<file path="config.mk">
export PLATFORM = sky130hd
export DESIGN_NAME = ee3w_cmd_master
export DESIGN_NICKNAME = d
export VERILOG_FILES = /design/src/rtl/ee3w_pkg.sv /design/src/rtl/ee3w_sclk_gen.sv /design/src/rtl/ee3w_frame_build.sv /design/src/rtl/ee3w_cmd_master.sv
export SDC_FILE = /design/constraint.sdc
export NUM_CORES = 1
export LEC_CHECK = 0
export BUFFER_PORTS_ARGS = -buffer_cell sky130_fd_sc_hd__buf_4
export CAP_MARGIN = 25
export CORE_MARGIN = 2
export CORE_UTILIZATION = 47
export CTS_CLUSTER_SIZE = 14
export DETAILED_ROUTE_END_ITERATION = 10
export GPL_TIMING_DRIVEN = 0
export MAX_ROUTING_LAYER = met4
export PLACE_DENSITY = 0.64
export SLEW_MARGIN = 20
export SYNTH_ARGS = -nofsm -noshare
export SYNTH_HDL_FRONTEND = slang
export SYNTH_HIERARCHICAL = 1
export SYNTH_SLANG_ARGS = --single-unit
</file>
<file path="constraint.sdc">
create_clock -name clk -period 6.35 [get_ports clk]
set_input_delay 0.9525 -clock clk [delete_from_list [all_inputs] [get_ports clk]]
set_output_delay 0.9525 -clock clk [all_outputs]
set_load 0.05 [all_outputs]
</file>
<file path="src/rtl/ee3w_pkg.sv">
package ee3w_pkg;

    typedef enum logic [2:0] {
        CMD_READ      = 3'd0,
        CMD_WRITE     = 3'd1,
        CMD_ERASE     = 3'd2,
        CMD_WREN      = 3'd3,
        CMD_WRDIS     = 3'd4,
        CMD_ERASE_ALL = 3'd5,
        CMD_WRITE_ALL = 3'd6
    } ee_cmd_e;

    typedef enum logic [2:0] {
        ST_IDLE  = 3'd0,
        ST_SETUP = 3'd1,
        ST_LOW   = 3'd2,
        ST_HIGH  = 3'd3,
        ST_POLL  = 3'd4
    } seq_st_e;

    // address field width for a given array size
    function automatic int addr_bits(input int bytes);
        return (bytes > 128) ? 9 : 7;
    endfunction

endpackage

</file>
<file path="src/rtl/ee3w_sclk_gen.sv">
module ee3w_sclk_gen #(
    parameter int DIV_W = 8
) (
    input  logic             clk,
    input  logic             rst_n,
    input  logic             run_i,
    input  logic [DIV_W-1:0] div_i,
    output logic             tick_o
);

    logic [DIV_W-1:0] cnt_d, cnt_q;

    // one tick per half period of div_i+1 cycles
    always_comb begin
        tick_o = run_i && (cnt_q == div_i);
        cnt_d  = (run_i && !tick_o) ? cnt_q + 1'b1 : '0;
    end

    always_ff @(posedge clk or negedge rst_n) begin
        if (!rst_n) cnt_q <= '0;
        else        cnt_q <= cnt_d;
    end

endmodule

</file>
<file path="src/rtl/ee3w_frame_build.sv">
module ee3w_frame_build import ee3w_pkg::*; #(
    parameter int ADDR_W  = 7,
    parameter int FRAME_W = 12 + ADDR_W,
    parameter int CNT_W   = $clog2(FRAME_W + 1)
) (
    input  logic [2:0]         cmd_i,
    input  logic [ADDR_W-1:0]  addr_i,
    input  logic [7:0]         wdata_i,
    output logic [FRAME_W-1:0] frame_o,
    output logic [CNT_W-1:0]   nbits_o,
    output logic               rd_o,
    output logic               wt_o,
    output logic               ok_o
);

    localparam int PAD_W = ADDR_W - 2;

    logic [FRAME_W-1:0] v;

    always_comb begin
        v     = '0;
        nbits_o = '0;
        rd_o  = 1'b0;
        wt_o  = 1'b0;
        ok_o  = 1'b1;
        case (cmd_i)
            CMD_READ: begin
                v = FRAME_W'({3'b110, 1'b0, addr_i, 8'h00});
                nbits_o = CNT_W'(12 + ADDR_W);
                rd_o = 1'b1;
            end
            CMD_WRITE: begin
                v = FRAME_W'({3'b101, addr_i, wdata_i});
                nbits_o = CNT_W'(11 + ADDR_W);
                wt_o = 1'b1;
            end
            CMD_ERASE: begin
                v = FRAME_W'({3'b111, addr_i});
                nbits_o = CNT_W'(3 + ADDR_W);
                wt_o = 1'b1;
            end
            CMD_WREN: begin
                v = FRAME_W'({3'b100, 2'b11, {PAD_W{1'b0}}});
                nbits_o = CNT_W'(3 + ADDR_W);
            end
            CMD_WRDIS: begin
                v = FRAME_W'({3'b100, 2'b00, {PAD_W{1'b0}}});
                nbits_o = CNT_W'(3 + ADDR_W);
            end
            CMD_ERASE_ALL: begin
                v = FRAME_W'({3'b100, 2'b10, {PAD_W{1'b0}}});
                nbits_o = CNT_W'(3 + ADDR_W);
                wt_o = 1'b1;
            end
            CMD_WRITE_ALL: begin
                v = FRAME_W'({3'b100, 2'b01, {PAD_W{1'b0}}, wdata_i});
                nbits_o = CNT_W'(11 + ADDR_W);
                wt_o = 1'b1;
            end
            default: ok_o = 1'b0;
        endcase
        // left-align so the first bit to send sits at the MSB
        frame_o = v << (CNT_W'(FRAME_W) - nbits_o);
    end

endmodule

</file>
<file path="src/rtl/ee3w_cmd_master.sv">
module ee3w_cmd_master import ee3w_pkg::*; #(
    parameter  int ARRAY_BYTES = 128,
    parameter  int DIV_W       = 8,
    parameter  int TIMEOUT     = 4096,
    localparam int ADDR_W      = addr_bits(ARRAY_BYTES)
) (
    input  logic              clk,
    input  logic              rst_n,
    input  logic [DIV_W-1:0]  div_i,
    input  logic              go_i,
    input  logic [2:0]        cmd_i,
    input  logic [ADDR_W-1:0] addr_i,
    input  logic [7:0]        wdata_i,
    output logic              busy_o,
    output logic              done_o,
    output logic              err_o,
    output logic [7:0]        rdata_o,
    output logic              cs_o,
    output logic              sk_o,
    output logic              di_o,
    input  logic              do_i
);

    localparam int FRAME_W = 12 + ADDR_W;
    localparam int CNT_W   = $clog2(FRAME_W + 1);
    localparam int TO_W    = $clog2(TIMEOUT + 1);

    typedef struct packed {
        seq_st_e            st;
        logic               cs;
        logic               sk;
        logic               di;
        logic               busy;
        logic               done;
        logic               err;
        logic               rd;
        logic               wt;
        logic [FRAME_W-1:0] frame;
        logic [CNT_W-1:0]   nbits;
        logic [CNT_W-1:0]   slot;
        logic [7:0]         rdata;
        logic [TO_W-1:0]    to_cnt;
    } ctl_t;

    ctl_t c_d, c_q;

    logic [FRAME_W-1:0] f_frame;
    logic [CNT_W-1:0]   f_nbits;
    logic               f_rd, f_wt, f_ok;
    logic               tick, run, fin;

    ee3w_frame_build #(
        .ADDR_W (ADDR_W),
        .FRAME_W(FRAME_W),
        .CNT_W  (CNT_W)
    ) i_frame (
        .cmd_i  (cmd_i),
        .addr_i (addr_i),
        .wdata_i(wdata_i),
        .frame_o(f_frame),
        .nbits_o(f_nbits),
        .rd_o   (f_rd),
        .wt_o   (f_wt),
        .ok_o   (f_ok)
    );

    assign run = (c_q.st == ST_SETUP) || (c_q.st == ST_LOW) || (c_q.st == ST_HIGH);

    ee3w_sclk_gen #(.DIV_W(DIV_W)) i_sclk (
        .clk   (clk),
        .rst_n (rst_n),
        .run_i (run),
        .div_i (div_i),
        .tick_o(tick)
    );

    always_comb begin
        c_d      = c_q;
        c_d.done = 1'b0;
        fin      = 1'b0;
        case (c_q.st)
            ST_IDLE: begin
                if (go_i && f_ok) begin
                    c_d.st     = ST_SETUP;
                    c_d.cs     = 1'b1;
                    c_d.busy   = 1'b1;
                    c_d.err    = 1'b0;
                    c_d.frame  = f_frame;
                    c_d.nbits  = f_nbits;
                    c_d.rd     = f_rd;
                    c_d.wt     = f_wt;
                    c_d.slot   = '0;
                    c_d.to_cnt = '0;
                end
            end
            ST_SETUP: begin
                if (tick) begin
                    c_d.st    = ST_LOW;
                    c_d.di    = c_q.frame[FRAME_W-1];
                    c_d.frame = c_q.frame << 1;
                end
            end
            ST_LOW: begin
                if (tick) begin
                    c_d.st = ST_HIGH;
                    c_d.sk = 1'b1;
                    if (c_q.rd && (c_q.slot >= c_q.nbits - CNT_W'(8)))
                        c_d.rdata = {c_q.rdata[6:0], do_i};
                end
            end
            ST_HIGH: begin
                if (tick) begin
                    c_d.sk = 1'b0;
                    if (c_q.slot == c_q.nbits - 1'b1) begin
                        c_d.di = 1'b0;
                        if (c_q.wt) c_d.st = ST_POLL;
                        else        fin = 1'b1;
                    end else begin
                        c_d.st    = ST_LOW;
                        c_d.di    = c_q.frame[FRAME_W-1];
                        c_d.frame = c_q.frame << 1;
                        c_d.slot  = c_q.slot + 1'b1;
                    end
                end
            end
            ST_POLL: begin
                if (do_i) begin
                    fin = 1'b1;
                end else if (c_q.to_cnt == TO_W'(TIMEOUT - 1)) begin
                    fin     = 1'b1;
                    c_d.err = 1'b1;
                end else begin
                    c_d.to_cnt = c_q.to_cnt + 1'b1;
                end
            end
            default: c_d.st = ST_IDLE;
        endcase
        if (fin) begin
            c_d.st   = ST_IDLE;
            c_d.cs   = 1'b0;
            c_d.sk   = 1'b0;
            c_d.di   = 1'b0;
            c_d.busy = 1'b0;
            c_d.done = 1'b1;
        end
    end

    always_ff @(posedge clk or negedge rst_n) begin
        if (!rst_n) c_q <= '0;
        else        c_q <= c_d;
    end

    assign busy_o  = c_q.busy;
    assign done_o  = c_q.done;
    assign err_o   = c_q.err;
    assign rdata_o = c_q.rdata;
    assign cs_o    = c_q.cs;
    assign sk_o    = c_q.sk;
    assign di_o    = c_q.di;

    AST_SK_INSIDE_CS: assert property (@(posedge clk) disable iff (!rst_n)
        sk_o |-> cs_o);

    AST_DI_STEADY_HIGH: assert property (@(posedge clk) disable iff (!rst_n)
        (sk_o && $past(sk_o)) |-> $stable(di_o));

    AST_BUSY_AFTER_GO: assert property (@(posedge clk) disable iff (!rst_n)
        $rose(busy_o) |-> $past(go_i));

    AST_DONE_DESELECTS: assert property (@(posedge clk) disable iff (!rst_n)
        done_o |-> (!cs_o && !busy_o && $past(cs_o)));

    AST_ERR_AT_END: assert property (@(posedge clk) disable iff (!rst_n)
        $rose(err_o) |-> done_o);

    AST_POLL_QUIET: assert property (@(posedge clk) disable iff (!rst_n)
        (c_q.st == ST_POLL) |-> (cs_o && !sk_o));

endmodule

</file>
==> impl_summary.md <==
Status
The run finished with clean final reports.

Detailed routing
The routed via count is 3,089. The DRC marker count from the first detailed-route iteration is 199. For this run, design rule violations remaining after detail routing come to 0. In this run the remaining antenna-violating nets after routing total 0. The wire length per cell is 13.6 um. After detailed routing, the number of vias per cell comes to 5.31. The number of detailed-route iterations in the first pass is 4. The routed wire length is 7930 um.

Power and ir drop
The switching power of the nets is 477 uW. Of the total power, registers draw 45.1%. The switching share of power is 35.0%. The analysis attributes to cell leakage a power of 0.00207 uW. The power per cell area is 296 nW/um2. The internal portion of the total power is 886 uW.

The total power is 1360 uW. The clock network accounts for 23.5% of the total power. The worst-case IR drop observed on VDD is 155 uV. The part of the power in combinational logic is 31.4%.

Layout
The layout net count is 511. The number of standard cells in the layout, taps in and fillers out is 582. The number of antenna diodes in the final layout is 0. The number of filler instances in the final layout is 739. Compared with the post-synthesis result, the final layout area differs by 15.8%. The share of layout cells above drive strength 1 is 22.4%.

Setup path
In this run the worst path has a maximum fanout of 10. Counting cells, the worst reg-to-reg path comes to 8. The terminus of the critical flop-to-flop path is rdata_o[5]. The delay of the slowest cell on the worst path is 0.72 ns. The worst register-to-register path begins at i_sclk/cnt_q[4]. The type of the worst setup path is input port to register. The master of the slowest instance on the critical path is nor4_2. The critical path goes through buf_4 -> xor2_2 -> nor4_2 -> and3_1 -> clkbuf_1 -> nand3b_1 -> nor4b_1 -> o31ai_2 -> mux2_2.

The type of origin of the critical path is an input port. The endpoint required time on the critical path is 6.58 ns. STA classifies the critical path endpoint as a register. The slack of the worst reg-to-reg path is 3.13 ns.

The data arrival time of the critical path is 3.75 ns.

Clock network
In this run the deepest clock path goes through 2 buffers. TritonCTS built the clock tree. The number of hold buffers added after CTS was 0.

Clock-pin slew was measured on the worst setup and hold paths at 0.08 ns. Clock latency on the worst-skew pair, taken at its later pin, is 0.34 ns. TritonCTS created 9 clock buffers. The CTS H-tree depth is 3. Once the clock tree was built, the resizer swapped 0 gates to a different size. The clock net in this run drives a total of 68 sinks.

In this run the clock root is driven by a clkbuf_8. After clock tree synthesis, the setup repair step added 0 buffers.

Timing
Setup repair after global routing left no endpoint under its margin. The total negative slack is 0 ns. The part of the cycle the worst path needs is 55.5%.

Setup violations remaining at the end of the flow were counted as 0. For this run, the top clock speed supported by timing is 284 MHz. The clock period minus final worst setup slack is 3.52 ns. The number of endpoints with negative hold slack in the final report is 0. The worst-case headroom to the max-slew limit is 42.8%. The total count of max-transition violations in the final report came to 0.

The slew at the pin closest to its max-slew limit is 0.858 ns. The clock tree skew after final layout is 0.0109 ns.

Global route
The wire length of the first global-routing pass is 13,600 um. The via count of the first global-routing pass is 2,983. The overflow left after global routing is 0. The number of antenna violations at the first check in global routing came to 0. The total global-route track usage is 19.5%. The maximum number of pins on one net before global-route repair is 69.

Place
The weighted congestion at the end of routability-driven global placement is 0.872. The number of placed instances, taps included, is 566. In this run the tool buffered the top-level ports with 42 buffer cells.

Once detailed placement completed, the half-perimeter wirelength came to 5760 um.

Synth
Sorting the synthesized cells by area gives the leading types as dfrtp_1, nand2_1, xor2_1. The number of enable-type register cells in the synthesized netlist is 0. The xor-xnor portion of the synthesized cell area is 8.09%. Among all flip-flop cells after synthesis, the most frequent one is dfrtp_1. The share of synthesized area in the top cell type comes to 42.8%. The adder-cell share of the synthesized area is 2.83%.

For this run, asynchronously set or reset flops after synthesis account for 100%. The area of the mapped netlist is 3980 um2. The fraction of the yosys area taken by sequential cells is 42.8%. The simple logic cell fraction of the synthesized area is 20.2%. After synthesis, the largest family of logic cells by area is simple AND/OR/NAND/NOR gates. The mean cell area of the mapped netlist is 9.51 um2.

The share of cell area taken by muxes after synthesis is 3.05%. In the post-synthesis netlist, the cell with the most instances is dfrtp_1. The complex-gate fraction of the synthesized area is 15.8%. The number of instances in the synthesized netlist is 418. The number of different library cells used by synthesis comes to 54.

The post-synthesis register bit count is 68. The number of warning messages in the yosys log is 6. The commonest cells after synthesis are dfrtp_1, nand2_1, nor2_1. The biggest area contributor in the post-synthesis netlist is dfrtp_1.

Hold path
The worst min-delay path category is register to register. The worst min-delay path endpoint is c_q[49]. The worst hold path was traced through 2 stages. The start point of the worst hold path is c_q[49].

Floorplanning
44 I/O pins were placed. The number of placement rows is 33. The die covers 9210 um2.

The die width is 96.0 um. The die outline height is 96.0 um. After floorplanning, the core was sized to cover 8220 um2. The starting density of the core is 48.4%.

Run
The number of maximum-capacitance violations is 0.
## state kept, by name, indices dropped and copies added, names as in the netlist
signal / cells
di_o: 1
err_o: 1
c_q: 47
rdata_o: 8
i_sclk/cnt_q: 8
cs_o: 1
sk_o: 1
done_o: 1
## power by group through the flow
stage	combinational, uW	clock, uW	sequential, uW
2_1_floorplan	334	0	613
3_3_place_gp	421	0	619
3_5_place_dp	436	0	624
4_1_cts	437	328	616
5_1_grt	496	349	631
6_report	428	320	615
## per-layer routing
| layer | track usage [%] | part of all wire (%) | wire [um] |
|---|---|---|---|
| met3 | 4.86 | 3.2 | 254 |
| met5 | - | 0 | 0 |
| met1 | 24.8 | 46 | 3680 |
| met4 | 5.24 | 0.68 | 54 |
| met2 | 31.2 | 50 | 3940 |
## worst max path at each step
stage / from / endpoint / slack, ns / cells after the start
floorplan: div_i[7] / rdata_o[0] / 3.08 / 8
global placement: div_i[7] / rdata_o[2] / 2.45 / 9
detailed placement: div_i[5] / rdata_o[3] / 2.45 / 9
CTS: div_i[7] / rdata_o[3] / 2.84 / 9
global route: div_i[5] / rdata_o[3] / 2.64 / 9
finish: div_i[7] / rdata_o[5] / 2.83 / 9
## layout make-up
class | count | area, um2 | share of cell area (%)
multi-input cells | 307 | 2000 | 43.4
flip-flops and latches | 68 | 1700 | 37.0
repair buffers | 42 | 315 | 6.85
plain buffers | 33 | 240 | 5.22
clock buffers | 11 | 141 | 3.07
well taps | 105 | 131 | 2.85
inverters | 11 | 41.3 | 0.897
clock inverters | 5 | 36.3 | 0.788
## cell families (layout without fill, tap and decap cells)
family          after synthesis  in the layout
buf+inv                      44            102
other cells                   1              2
flops                        68             68
xor+xnor                     35             35
simple gates                156            156
mux                          11             11
fa+ha+maj                     9              9
compound gates               94             94
## placed cells by master, fill, tap and decap left out, drive strengths merged, types with 13 or more instances in the layout
master	instances
nand3	18
o21ai	35
nor2	33
clkbuf	20
xor2	23
a22oi	18
dfrtp	68
nand2	52
buf	66
a211oi	13
## critical path, delay by kind of cell
kind                   cells  cell delay (ns)
AND/OR/NAND/NOR            4             1.60
buffers and inverters      2             0.45
multiplexers               1             0.33
AO/OA/AOI/OAI              1             0.25
XOR/XNOR                   1             0.16
## metrics by stage
stage          area, um2  setup WS, ns  hold WS, ns  util [%]
2_1_floorplan       3980          3.08        0.438         -
3_3_place_gp        4430          2.45        0.461      53.9
3_5_place_dp        4430          2.45        0.468      53.9
4_1_cts             4600          2.84        0.486      56.0
5_1_grt             4600          2.64        0.514      56.0
6_report            4600          2.83        0.484      56.0
(Power assumes the default switching activity.)
